<file path="config.mk">
export PLATFORM = sky130hd
export DESIGN_NAME = zs_readout_ser
export DESIGN_NICKNAME = d
export VERILOG_FILES = /design/src/rtl/zs_pkg.sv /design/src/rtl/zs_hit_scan.sv /design/src/rtl/zs_shifter.sv /design/src/rtl/zs_word_seq.sv /design/src/rtl/zs_readout_ser.sv
export SDC_FILE = /design/constraint.sdc
export NUM_CORES = 1
export LEC_CHECK = 0
export ABC_AREA = 0
export BUFFER_PORTS_ARGS = -buffer_cell sky130_fd_sc_hd__buf_2
export CAP_MARGIN = 20
export CORE_MARGIN = 3
export CORE_UTILIZATION = 55
export DETAILED_ROUTE_END_ITERATION = 10
export PLACE_DENSITY = 0.77
export SYNTH_ARGS = -nofsm -noshare
export SYNTH_HDL_FRONTEND = slang
export SYNTH_SLANG_ARGS = --single-unit
</file>
<file path="constraint.sdc">
create_clock -name clk -period 8.3 [get_ports clk]
set_input_delay 0.415 -clock clk [delete_from_list [all_inputs] [get_ports clk]]
set_output_delay 0.415 -clock clk [all_outputs]
set_load 0.01 [all_outputs]
</file>
<file path="src/rtl/zs_pkg.sv">
package zs_pkg;

   localparam int WORD_W = 16;
   localparam int PAY_W  = WORD_W - 2;

   typedef enum logic [2:0] {
      SQ_IDLE,
      SQ_HDR,
      SQ_BCID,
      SQ_HITS,
      SQ_END
   } zs_state_e;

   // type flag on top, even parity below it, payload underneath
   function automatic logic [WORD_W-1:0] seal_word(input logic kind,
                                                   input logic [PAY_W-1:0] pay);
      return {kind, kind ^ (^pay), pay};
   endfunction

endpackage

</file>
<file path="src/rtl/zs_hit_scan.sv">
module zs_hit_scan #(
   parameter int NCH       = 32,
   parameter int IDX_W     = 6,
   parameter bit LOW_FIRST = 1'b1
) (
   input  logic [NCH-1:0]   mask_i,
   output logic             found_o,
   output logic [IDX_W-1:0] idx_o
);

   assign found_o = |mask_i;

   generate
      if (LOW_FIRST) begin : g_low
         always_comb begin
            idx_o = '0;
            for (int i = NCH - 1; i >= 0; i--) begin
               if (mask_i[i]) idx_o = IDX_W'(i);
            end
         end
      end else begin : g_high
         always_comb begin
            idx_o = '0;
            for (int i = 0; i < NCH; i++) begin
               if (mask_i[i]) idx_o = IDX_W'(i);
            end
         end
      end
   endgenerate

endmodule

</file>
<file path="src/rtl/zs_shifter.sv">
module zs_shifter #(
   parameter int WORD_W = 16
) (
   input  logic              clk,
   input  logic              rst_n,
   input  logic [WORD_W-1:0] word_i,
   input  logic              avail_i,
   output logic              take_o,
   output logic              sdo_o,
   output logic              busy_o
);

   localparam int CNT_W = $clog2(WORD_W);
   localparam logic [CNT_W-1:0] LAST = CNT_W'(WORD_W - 1);

   logic [WORD_W-1:0] sh_q;
   logic [CNT_W-1:0]  cnt_q;
   logic              busy_q;

   assign take_o = avail_i && (!busy_q || cnt_q == LAST);
   assign sdo_o  = busy_q & sh_q[WORD_W-1];
   assign busy_o = busy_q;

   always_ff @(posedge clk or negedge rst_n) begin
      if (!rst_n) begin
         sh_q   <= '0;
         cnt_q  <= '0;
         busy_q <= 1'b0;
      end else if (take_o) begin
         sh_q   <= word_i;
         cnt_q  <= '0;
         busy_q <= 1'b1;
      end else if (busy_q) begin
         if (cnt_q == LAST) begin
            busy_q <= 1'b0;
            sh_q   <= '0;
         end else begin
            sh_q  <= sh_q << 1;
            cnt_q <= cnt_q + 1'b1;
         end
      end
   end

   // every loaded word has even weight
   assert_even_parity_R6: assert property (@(posedge clk) disable iff (!rst_n)
      take_o |-> (^word_i) == 1'b0);

   // no bubble inside a word
   assert_word_contiguous_R3: assert property (@(posedge clk) disable iff (!rst_n)
      (busy_q && cnt_q != LAST) |=> busy_q);

endmodule

</file>
<file path="src/rtl/zs_word_seq.sv">
module zs_word_seq
   import zs_pkg::*;
#(
   parameter int NCH       = 32,
   parameter int EVT_W     = 8,
   parameter int ENC_W     = 2,
   parameter bit LOW_FIRST = 1'b1
) (
   input  logic                     clk,
   input  logic                     rst_n,
   input  logic                     start_i,
   input  logic                     arcid_i,
   input  logic [EVT_W-1:0]         chip_id_i,
   input  logic [EVT_W-1:0]         nevt_i,
   output logic [EVT_W-1:0]         mem_addr_o,
   input  logic [PAY_W-ENC_W-1:0]   mem_bcid_i,
   input  logic [ENC_W-1:0]         mem_enc_i,
   input  logic [NCH-1:0]           mem_hits_i,
   input  logic                     take_i,
   input  logic                     sh_busy_i,
   output logic [WORD_W-1:0]        word_o,
   output logic                     avail_o,
   output logic                     done_o
);

   localparam int CH_W = PAY_W - EVT_W;
   localparam logic [CH_W-1:0] HDR_MARK = '1;

   zs_state_e        state_q, state_d;
   logic [EVT_W-1:0] evt_q, evt_d;
   logic [EVT_W-1:0] nevt_q, nevt_d;
   logic [NCH-1:0]   mask_q, mask_d;
   logic [NCH-1:0]   mask_next;
   logic             hit_found;
   logic [CH_W-1:0]  hit_idx;
   logic             last_evt;

   zs_hit_scan #(.NCH(NCH), .IDX_W(CH_W), .LOW_FIRST(LOW_FIRST)) scan_i (
      .mask_i  (mask_q),
      .found_o (hit_found),
      .idx_o   (hit_idx)
   );

   assign mask_next  = mask_q & ~(NCH'(1) << hit_idx);
   assign last_evt   = (evt_q == nevt_q - EVT_W'(1));
   assign mem_addr_o = evt_q;
   assign done_o     = (state_q == SQ_END) && !sh_busy_i;

   always_comb begin
      unique case (state_q)
         SQ_HDR:  word_o = seal_word(1'b1, {HDR_MARK, chip_id_i});
         SQ_BCID: word_o = seal_word(1'b0, {mem_bcid_i, mem_enc_i});
         SQ_HITS: word_o = seal_word(1'b1, {hit_idx, evt_q});
         default: word_o = '0;
      endcase
   end

   assign avail_o = (state_q == SQ_HDR) || (state_q == SQ_BCID) || (state_q == SQ_HITS);

   always_comb begin
      state_d = state_q;
      evt_d   = evt_q;
      nevt_d  = nevt_q;
      mask_d  = mask_q;
      unique case (state_q)
         SQ_IDLE: if (start_i) begin
            evt_d   = '0;
            nevt_d  = nevt_i;
            state_d = (nevt_i == '0 && !arcid_i) ? SQ_END : SQ_HDR;
         end
         SQ_HDR: if (take_i) begin
            state_d = (nevt_q == '0) ? SQ_END : SQ_BCID;
         end
         SQ_BCID: if (take_i) begin
            if (mem_hits_i != '0) begin
               mask_d  = mem_hits_i;
               state_d = SQ_HITS;
            end else if (last_evt) begin
               state_d = SQ_END;
            end else begin
               evt_d = evt_q + 1'b1;
            end
         end
         SQ_HITS: if (take_i) begin
            mask_d = mask_next;
            if (mask_next == '0) begin
               if (last_evt) state_d = SQ_END;
               else begin
                  evt_d   = evt_q + 1'b1;
                  state_d = SQ_BCID;
               end
            end
         end
         SQ_END: if (!sh_busy_i) state_d = SQ_IDLE;
         default: state_d = SQ_IDLE;
      endcase
   end

   always_ff @(posedge clk or negedge rst_n) begin
      if (!rst_n) begin
         state_q <= SQ_IDLE;
         evt_q   <= '0;
         nevt_q  <= '0;
         mask_q  <= '0;
      end else begin
         state_q <= state_d;
         evt_q   <= evt_d;
         nevt_q  <= nevt_d;
         mask_q  <= mask_d;
      end
   end

   // the header is only ever loaded into an empty shifter, so it leads
   assert_header_first_R2: assert property (@(posedge clk) disable iff (!rst_n)
      (state_q == SQ_HDR) |-> !sh_busy_i);

   // hit words are typed 1 and only exist while a hit remains
   assert_hit_word_typed_R5: assert property (@(posedge clk) disable iff (!rst_n)
      (state_q == SQ_HITS) |-> (word_o[WORD_W-1] && hit_found));

   // empty memory without header option: straight to completion
   assert_empty_silent_R8: assert property (@(posedge clk) disable iff (!rst_n)
      (state_q == SQ_IDLE && start_i && nevt_i == '0 && !arcid_i)
         |=> (done_o && !sh_busy_i));

endmodule

</file>
<file path="src/rtl/zs_readout_ser.sv">
module zs_readout_ser
   import zs_pkg::*;
#(
   parameter int NCH       = 32,
   parameter int EVT_W     = 8,
   parameter int ENC_W     = 2,
   parameter bit LOW_FIRST = 1'b1,
   localparam int CH_W     = PAY_W - EVT_W,
   localparam int BCID_W   = PAY_W - ENC_W
) (
   input  logic              clk,
   input  logic              rst_n,
   input  logic              start_i,
   input  logic              arcid_i,
   input  logic [EVT_W-1:0]  chip_id_i,
   input  logic [EVT_W-1:0]  nevt_i,
   output logic [EVT_W-1:0]  mem_addr_o,
   input  logic [BCID_W-1:0] mem_bcid_i,
   input  logic [ENC_W-1:0]  mem_enc_i,
   input  logic [NCH-1:0]    mem_hits_i,
   output logic              sdo_o,
   output logic              sdo_valid_o,
   output logic              done_o
);

   generate
      if (CH_W < 1 || NCH >= (1 << CH_W)) begin : g_bad_nch
         $error("zs_readout_ser: NCH must fit below the all-ones header marker");
      end
      if (ENC_W < 1 || ENC_W >= PAY_W) begin : g_bad_enc
         $error("zs_readout_ser: ENC_W out of range");
      end
   endgenerate

   logic [WORD_W-1:0] word;
   logic              avail;
   logic              take;
   logic              sh_busy;

   zs_word_seq #(
      .NCH(NCH), .EVT_W(EVT_W), .ENC_W(ENC_W), .LOW_FIRST(LOW_FIRST)
   ) seq_i (
      .clk        (clk),
      .rst_n      (rst_n),
      .start_i    (start_i),
      .arcid_i    (arcid_i),
      .chip_id_i  (chip_id_i),
      .nevt_i     (nevt_i),
      .mem_addr_o (mem_addr_o),
      .mem_bcid_i (mem_bcid_i),
      .mem_enc_i  (mem_enc_i),
      .mem_hits_i (mem_hits_i),
      .take_i     (take),
      .sh_busy_i  (sh_busy),
      .word_o     (word),
      .avail_o    (avail),
      .done_o     (done_o)
   );

   zs_shifter #(.WORD_W(WORD_W)) shf_i (
      .clk     (clk),
      .rst_n   (rst_n),
      .word_i  (word),
      .avail_i (avail),
      .take_o  (take),
      .sdo_o   (sdo_o),
      .busy_o  (sh_busy)
   );

   assign sdo_valid_o = sh_busy;

   assert_done_single_R7: assert property (@(posedge clk) disable iff (!rst_n)
      done_o |=> !done_o);

   assert_done_no_data_R7: assert property (@(posedge clk) disable iff (!rst_n)
      done_o |-> !sdo_valid_o);

endmodule

</file>
* Yosys cells after proc, flatten, opt, wreduce, memory -nomap -nowiden *
Cells that the tools add are included.

storage, ports and cells
  logic and storage cells = 121
  bits in latches = 0
  bits of input ports = 66
  output and inout port bits = 11
  memories kept = 0
  flip-flop bits (word level) = 72
  bits in read-only memories = 0
  bits in writable memories = 0

operators by class
  $mul = 0
  shifts and indexed selects = 1
  $add $sub $neg = 3
  equal/unequal tests = 16
  magnitude comparators = 0
  bitwise logic cells = 5
  multiplexer cells = 65
  div/mod/pow operators = 0
  reductions and logical operators = 24

operators by type and width
  cell                                                  number
  two-way mux 6 bit                                     31
  two-way mux 32 bit                                    3
  one-hot mux 32 bit (2 select lines)                   1
  two-way mux 16 bit                                    3
  two-way mux 8 bit                                     6
  one-hot mux 16 bit (3 select lines)                   1
  parity 14 bit                                         3
  two-way mux 3 bit                                     11
  bitwise AND 32 bit                                    1
  logical NOT 32 bit                                    1
  NOT 32 bit                                            1
  nonzero test 32 bit                                   1
  << shifter 1 x 6 -> 32 bit (first input constant)     1
  one-hot mux 8 bit (3 select lines)                    1
  logical NOT 8 bit                                     2
  one-hot mux 3 bit (5 select lines)                    1
  two-way mux 4 bit                                     3
  != test 2 bit (second input constant)                 6
  adder 8 x 1 -> 8 bit (second input constant)          1
  equality test 8 bit                                   1
  subtractor 8 x 1 -> 8 bit (second input constant)     1
  AND reduction 7 bit                                   1
  equality test 3 x 2 -> 1 bit (second input constant)  2
  != test 2 x 1 -> 1 bit (second input constant)        3
  18 further kinds                                      28

* Longest topological paths before layout *
Gate-level depths: netlist (run 1).

  depth in word-level cells = 39
  gate-level depth with buffers = 14
  mapped depth without buffers = 12

* Cells and area by module *
A second synthesis (run 1) with hierarchy kept.

second synthesis, totals
  cells, all modules = 627
  area total of the unflattened synthesis = 5273.8 um2

by module, submodules not included
  module       instances  area an instance (um2)  cells each
  zs_word_seq  1          3890.0                  476
  zs_shifter   1          987.2                   84
  zs_hit_scan  1          396.6                   67

* Least setup slack after synthesis (run 1) *
Ideal clock, no wire load.

  path kind = flip-flop to flip-flop
  start point = register seq_i.mask_q[19]
  end point = register seq_i.evt_q[4] (netlist: seq_i.mem_addr_o[4])
  data arrival time = 2.916 ns
  slack = 5.280 ns
  period minus slack after synthesis = 3.020 ns
  path buffers = 1
  stages on the path, launching flop included = 12
  cells stage by stage = dfrtp_1 or4_4 a21oi_1 nand2_1 or4_4 o41ai_2 o2111ai_1 a211oi_2 and3_1 buf_6 nand2_2 o311ai_1

between the ends
  longest elaborated chain between the ends = 26

ends and longest elaborated chain
  item                             RTL line            source
  from (decl)                      zs_word_seq.sv:32   logic [NCH-1:0] mask_q, mask_d;
  from (signal assigned)           zs_word_seq.sv:109  mask_q <= mask_d;
  two-way mux 6 bit (20 in a row)  zs_hit_scan.sv:18   if (mask_i[i]) idx_o = IDX_W'(i);
  << shifter 1 x 6 -> 32 bit       zs_word_seq.sv:44   assign mask_next = mask_q & ~(NCH'(1) << hit_idx);
  NOT 32 bit                       zs_word_seq.sv:44
  bitwise AND 32 bit *             zs_word_seq.sv:44
  logical NOT 32 bit *             zs_word_seq.sv:86   if (mask_next == '0) begin
  != test 2 bit (no line) *        n/a
  AND reduction 6 bit (no line) *  n/a
  to (signal assigned)             zs_word_seq.sv:107  evt_q <= evt_d;
  to (decl)                        zs_word_seq.sv:30   logic [EVT_W-1:0] evt_q, evt_d;

Every way passes the cells marked *; elsewhere a longest branch is shown, timed or not.
A chain may end at the register's enable or synchronous reset.

* Final worst setup path (run 1) *
  start point = register seq_i.mask_q[1]
  end point = register seq_i.evt_q[3] (netlist: seq_i.mem_addr_o[3])

between the ends
  longest elaborated chain between the ends = 8

ends and longest elaborated chain
  item                             RTL line
  two-way mux 6 bit (2 in a row)   zs_hit_scan.sv:18
  << shifter 1 x 6 -> 32 bit       zs_word_seq.sv:44
  NOT 32 bit                       zs_word_seq.sv:44
  bitwise AND 32 bit *             zs_word_seq.sv:44
  logical NOT 32 bit *             zs_word_seq.sv:86
  != test 2 bit (no line) *        n/a
  AND reduction 6 bit (no line) *  n/a

Marks and branches as above.

==> results of run 1 <==
## worst paths after layout
kind / startpoint / end
worst max-delay path: seq_i.mask_q[1] / seq_i.mem_addr_o[3]
worst min-delay path: rst_n / seq_i.mask_q[4]
worst max register to register: seq_i.mask_q[1] / seq_i.mem_addr_o[3]
worst min register to register: shf_i.sh_q[14] / shf_i.sh_q[14]
max in group asynchronous: rst_n / seq_i.mask_q[18]
min in group clk: nevt_i[0] / seq_i.nevt_q[0]
## sequential cells by signal, summed over array words and instances, names as in the netlist
register,cells
seq_i.mask_q,32
shf_i.sh_q,16
seq_i.mem_addr_o,8
seq_i.state_q,3
shf_i.busy_o,1
seq_i.nevt_q,8
shf_i.cnt_q,4
## through the flow
step / cell area [um^2] / hold WS, ns
floorplan: 5370 / 0.119
global placement: 5810 / 0.470
detailed placement: 5820 / 0.494
CTS: 6070 / 0.256
global route: 6070 / 0.284
finish: 6070 / 0.273
## layer usage
| layer | part of all wire | vias up |
|---|---|---|
| li1 | - | 2587 |
| met1 | 0.45 | 2615 |
| met2 | 0.44 | 291 |
| met3 | 0.090 | 33 |
| met4 | 0.017 | 0 |
| met5 | 0 | - |
## cell usage after synthesis, drive strengths merged (3+ instances only)
library cell	count
a22o	29
nand2	61
a22oi	12
xor2	6
and2	4
o21a	7
a2111oi	4
dfrtp	72
a31oi	17
a21oi	35
o22ai	11
and3	6
nand3	16
nand4	6
a211oi	13
clkbuf	27
nand2b	9
or2	3
o41ai	3
o31ai	8
or3	7
nor2b	5
a221oi	3
nor2	69
ha	5
nor3	16
mux2	14
nor4	25
o211ai	9
buf	8
xnor2	31
inv	17
o2111ai	5
mux2i	3
a21o	10
o21ai	45
or4	10
o21bai	4
## worst max-delay path: cells and delay by family, from the launching register on
family	cells	cell delay (ns)
AOI/OAI and AO/OA	5	1.74
DFF	1	0.51
and+or+nand+nor	5	1.85
## power by group through the flow
stage	sequential (mW)	combinational, mW	clock [mW]
floorplan	0.644	0.816	0
global placement	0.727	1.04	0
detailed placement	0.733	1.06	0
CTS	0.730	1.07	0.356
global route	0.765	1.19	0.365
finish	0.742	1.09	0.350
## cell type report
type,count,share of cell area
clock buffer,11,0.0233
clock inverter,5,0.0171
inverter,18,0.0111
multi-input combinational,528,0.553
sequential,72,0.297
tap,129,0.0266
timing repair buffer,83,0.0720
## logic make-up (layout without fill, tap and decap cells)
| logic type | after synthesis | after routing | synth area share |
|---|---|---|---|
| AOI/OAI and AO/OA | 226 | 226 | 0.295 |
| muxes | 17 | 17 | 0.0349 |
| adders and majority gates | 5 | 5 | 0.0116 |
| xor gates and xnor gates | 37 | 37 | 0.0603 |
| buffers and inverters | 53 | 117 | 0.0401 |
| and+or+nand+nor | 243 | 243 | 0.223 |
| DFF | 72 | 72 | 0.336 |
==> run summary, run 1 <==
Sw power: 1.04 mW
Cell mode on critical path: or3_1
H-tree depth: 3
Fin. Hold Viols: 0
Power share of the clock group: 0.160
Gpl congestion: 1.03
GR Util All Layers: 0.310
Final WS setup: 4.13 ns
Largest net degree at the start of global routing: 73
Crit path max fanout: 20
Max Buffers Root-to-Sink: 2
Most frequent cells in the layout: 76 x buf_2, 72 x dfrtp_1, 68 x nor2_1
Setup TNS: 0 ns
Final ANT Viol Nets: 0
Worst Skew: 0.0104 ns
Initial antenna violation count: 0
Post-route DRC violation count: 0
Starting density of the core: 0.573
Final Util: 0.648
Synthesized flop and latch total: 72
Total power: 2.18 mW
Worst vdd ir: 0.184 mV
Fillers: 832
Synth top area cells: dfrtp_1 34%, xnor2_1 5.1%, nor2_1 4.8%, a22o_1 4.7%, nand2_1 4.2%
Layout cells sized above 1: 0.179
Seq/Total Area, Yosys: 0.336
Num CTS Buffers: 9
Max Slew Vio Count: 0
Die Area: 11000 um^2
Postcts setup bufs: 0
Die height: 105 um
Congestion Overflow GR: 0
Post-synth ARST share: 1.00
Worst Path Arrival: 4.45 ns
Met2 GRT Util: 0.447
Placed cells: 830
Via density: 6.53
Most used DFF post-synth: dfrtp_1
Cell count of the worst reg-to-reg path: 10
Sink Count: 72
Core area: 9370 um^2
Worst min-delay path category: in -> async
Pwr/cell area: 360 nW/um^2
Antenna Cells: 0
Pin slew with the least headroom to its limit: 0.991 ns
Multi-input combinational cell area: 3360 um^2
Nets@finish: 783
Highest-delay cell along the critical path: or3_1
Met1 Use GR: 0.465
Clk Latency, worst-skew pair: 0.36 ns
Sequential share of power: 0.340
Cells after synthesis: 653
Worst-path cell chain: nor2_1, nand2_1, a2111o_1, o21a_1, or3_1, or3_1, a211oi_2, and3_1, a31oi_1, o21bai_1
P_leak: 2.49 nW
Period utilization: 0.503
Element type at the critical path start: flip-flop
CTS tree: done
EDFF count, synth: 0
Reg area: 1800 um^2
Post-CTS sizing: 0
Routing usage on met3: 0.0772
Drt pass-1 iters: 5
Worst slack at placement: 4.27 ns
I/O Pins: 77
Critical path type: reg -> reg
Most common cell after layout, fill and taps aside: buf_2
PortBufs: 76
FMAX: 240 MHz
Sw frac: 0.476
Post-DP HPWL: 12300 um
Layout Cells excl Fill: 846
Site Rows: 35
Unrepaired setup endpoints after global routing: no
Combinational power share: 0.499
Unique cell type count in the Yosys netlist: 63
Root buffer cell: clkbuf_8
Setup Viol. Count Final: 0
Vias in the first global route: 5186
Die width: 105 um
Syn_area_per_cell: 8.22 um^2
Syn. warnings: 0
Share of the synthesized area in the top cell type: 0.336
Cell Area, Synth: 5370 um^2
DR WL/cell: 19.8 um
Initial DRC count: 601
Internal: 1.14 mW
Final WL: 16800 um
Tmin final: 4.17 ns
Layout area overhead: 13.0%
Worst Setup End Kind: flip-flop
Max-capacitance violation count: 0
Syn Nets: 724
Slew margin rel.: 0.340
Status: finished, final reports clean
Flop2flop setup slack: 4.13 ns
Largest area contributor in the netlist: dfrtp_1
Req. time, crit path: 8.58 ns
GRT busiest layer: met1
First-pass GRT wire length: 27600 um
CTS Hold Bufs: 0
Crit path largest cell delay: 0.55 ns
CTS clock-pin slew for the worst setup and hold paths: 0.07 ns
Via count: 5526
(Power assumes the default switching activity.)
==> run 2: changes to the inputs <==
==> constraint.sdc (replaced) <==
create_clock -name clk -period 3.9 [get_ports clk]
set_input_delay 0.195 -clock clk [delete_from_list [all_inputs] [get_ports clk]]
set_output_delay 0.195 -clock clk [all_outputs]
set_load 0.01 [all_outputs]
==> run 2 against run 1 <==
Effect of this change:
- via count up 2.3%
- worst setup slack worse by 4.0 ns
- first-iteration DRC count fell by 2.0%
- cell count rose by 1.2%
- routed wire length increased by 4.6%
- maximum frequency increased by 11%
- clock power increased by 81%
- worst hold slack worse by 0.23 ns
- clock skew rose by 0.0018 ns
- final area up 0.82%
- sequential share of layout area fell by 0.24 points
==> run summary, run 2 (synthesis results as in run 1) <==
Placed cells: 839
Multi-input combinational cell area: 3370 um^2
Setup TNS: 0 ns
Placed Area: 5890 um^2
First-pass GRT wire length: 28100 um
Reg area: 1800 um^2
Die height: 105 um
Max-capacitance violation count: 0
Max reg flops: 32
Starting density of the core: 0.573
Unrepaired setup endpoints after global routing: no
Final instance area: 6120 um^2
Worst Skew: 0.0122 ns
Postcts setup bufs: 0
Sw frac: 0.488
P_leak: 2.52 nW
Tmin final: 3.77 ns
Worst Setup End Kind: flip-flop
Pin slew with the least headroom to its limit: 0.729 ns
I/O Pins: 77
Sink Count: 72
Worst-path cell chain: nor4_1, nand4_1, or4_4, o41ai_2, o2111ai_1, a211oi_2, and3_1, a31oi_1, o21bai_1
Sequential share of power: 0.340
Largest net degree at the start of global routing: 46
Req. time, crit path: 4.19 ns
Final Util: 0.653
PortBufs: 76
Period utilization: 0.965
Fillers: 837
Crit path max-delay family: simple AND/OR/NAND/NOR gates
DR WL/cell: 20.5 um
WP buf/inv: 0
Nets@finish: 793
Slew margin rel.: 0.513
Highest-delay cell along the critical path: or4_4
Pwr/cell area: 762 nW/um^2
Vias in the first global route: 5342
Combinational power share: 0.523
Via count: 5652
Via density: 6.60
Internal: 2.39 mW
Congestion Overflow GR: 0
Layout cells sized above 1: 0.190
Layout area overhead: 13.9%
Core area: 9370 um^2
Top reg by flops: seq_i.mask_q
Final WL: 17500 um
Initial DRC count: 589
Crit path max fanout: 9
Worst vdd ir: 0.436 mV
FMAX: 266 MHz
Root buffer cell: clkbuf_8
Num CTS Buffers: 9
Gpl congestion: 1.01
Top flop regs: seq_i.mask_q: 32 flops, shf_i.sh_q: 16 flops
Die Area: 11000 um^2
H-tree depth: 3
Max Slew Vio Count: 0
Most common cell after layout, fill and taps aside: buf_2
Most frequent cells in the layout: 76 x buf_2, 72 x dfrtp_1, 68 x nor2_1
CTS clock-pin slew for the worst setup and hold paths: 0.08 ns
Worst min-delay path category: in -> reg
Drt pass-1 iters: 5
Final ANT Viol Nets: 0
CTS tree: done
Crit path largest cell delay: 0.66 ns
Layout Cells excl Fill: 856
Total power: 4.66 mW
Fin. Hold Viols: 0
Worst Path Arrival: 4.06 ns
Max Buffers Root-to-Sink: 2
Status: finished, final reports clean
Critical path type: reg -> reg
Element type at the critical path start: flip-flop
Post-route DRC violation count: 0
Die width: 105 um
Power share of the clock group: 0.136
Setup Viol. Count Final: 0
Sw power: 2.27 mW
Initial antenna violation count: 0
Site Rows: 35
Post-DP HPWL: 12900 um
Antenna Cells: 0
Clk Latency, worst-skew pair: 0.37 ns
GR Util All Layers: 0.321
-- run 2: layout make-up --
class | instances | area share
Tap cell | 129 | 0.0264
Multi-Input combinational cell | 528 | 0.551
Inverter | 18 | 0.0110
Clock inverter | 4 | 0.00838
Clock buffer | 12 | 0.0254
Sequential cell | 72 | 0.294
Timing Repair Buffer | 93 | 0.0834
-- run 2: worst min-delay path, cell delays in order --
cell     delay, ns
buf_2         0.09
nand2_1       0.04
o21ai_0       0.06
-- run 2: final timing paths --
path | startpoint | endpoint | slack [ns] | depth (start not counted)
setup reg to reg | seq_i.mask_q[7] | seq_i.mem_addr_o[3] | 0.13 | 9
setup / recovery | seq_i.mask_q[7] | seq_i.mem_addr_o[3] | 0.13 | 9
hold reg to reg | shf_i.sh_q[14] | shf_i.sh_q[14] | 0.50 | 2
min in group asynchronous | rst_n | seq_i.mask_q[15] | 0.40 | 2
hold / removal | nevt_i[0] | seq_i.nevt_q[0] | 0.04 | 3
max in group asynchronous | rst_n | seq_i.nevt_q[6] | 2.44 | 3
-- run 2: metal layers --
| metal | global-route usage | vias up | wire, um |
|---|---|---|---|
| li1 | - | 2611 | - |
| met1 | 0.470 | 2711 | 7960 |
| met2 | 0.473 | 294 | 7720 |
| met3 | 0.0754 | 36 | 1530 |
| met4 | 0.0909 | 0 | 316 |
| met5 | 0 | - | 0 |
-- run 2: power groups by stage --
stage	combinational (mW)	clock, mW	sequential (mW)
3_5_place_dp	2.37	0	1.55
6_report	2.44	0.635	1.59
5_1_grt	2.65	0.673	1.63
2_1_floorplan	1.74	0	1.37
4_1_cts	2.38	0.643	1.54
3_3_place_gp	2.34	0	1.54
-- run 2: through the flow --
stage                     hold slack, ns  setup slack, ns
after floorplan                   -0.101            0.880
after global placement             0.246            0.255
after detailed placement           0.265            0.152
after CTS                         0.0238            0.147
after global routing              0.0568           0.0381
final                             0.0393            0.135
-- run 2: what timing repair did --
| action | CTS | global route |
|---|---|---|
| hold buffers | 1 | 0 |
| resized for setup | 0 | 2 |
| endpoints found under the setup margin | 0 | 5 |
| endpoints found under the hold margin | 27 | 0 |
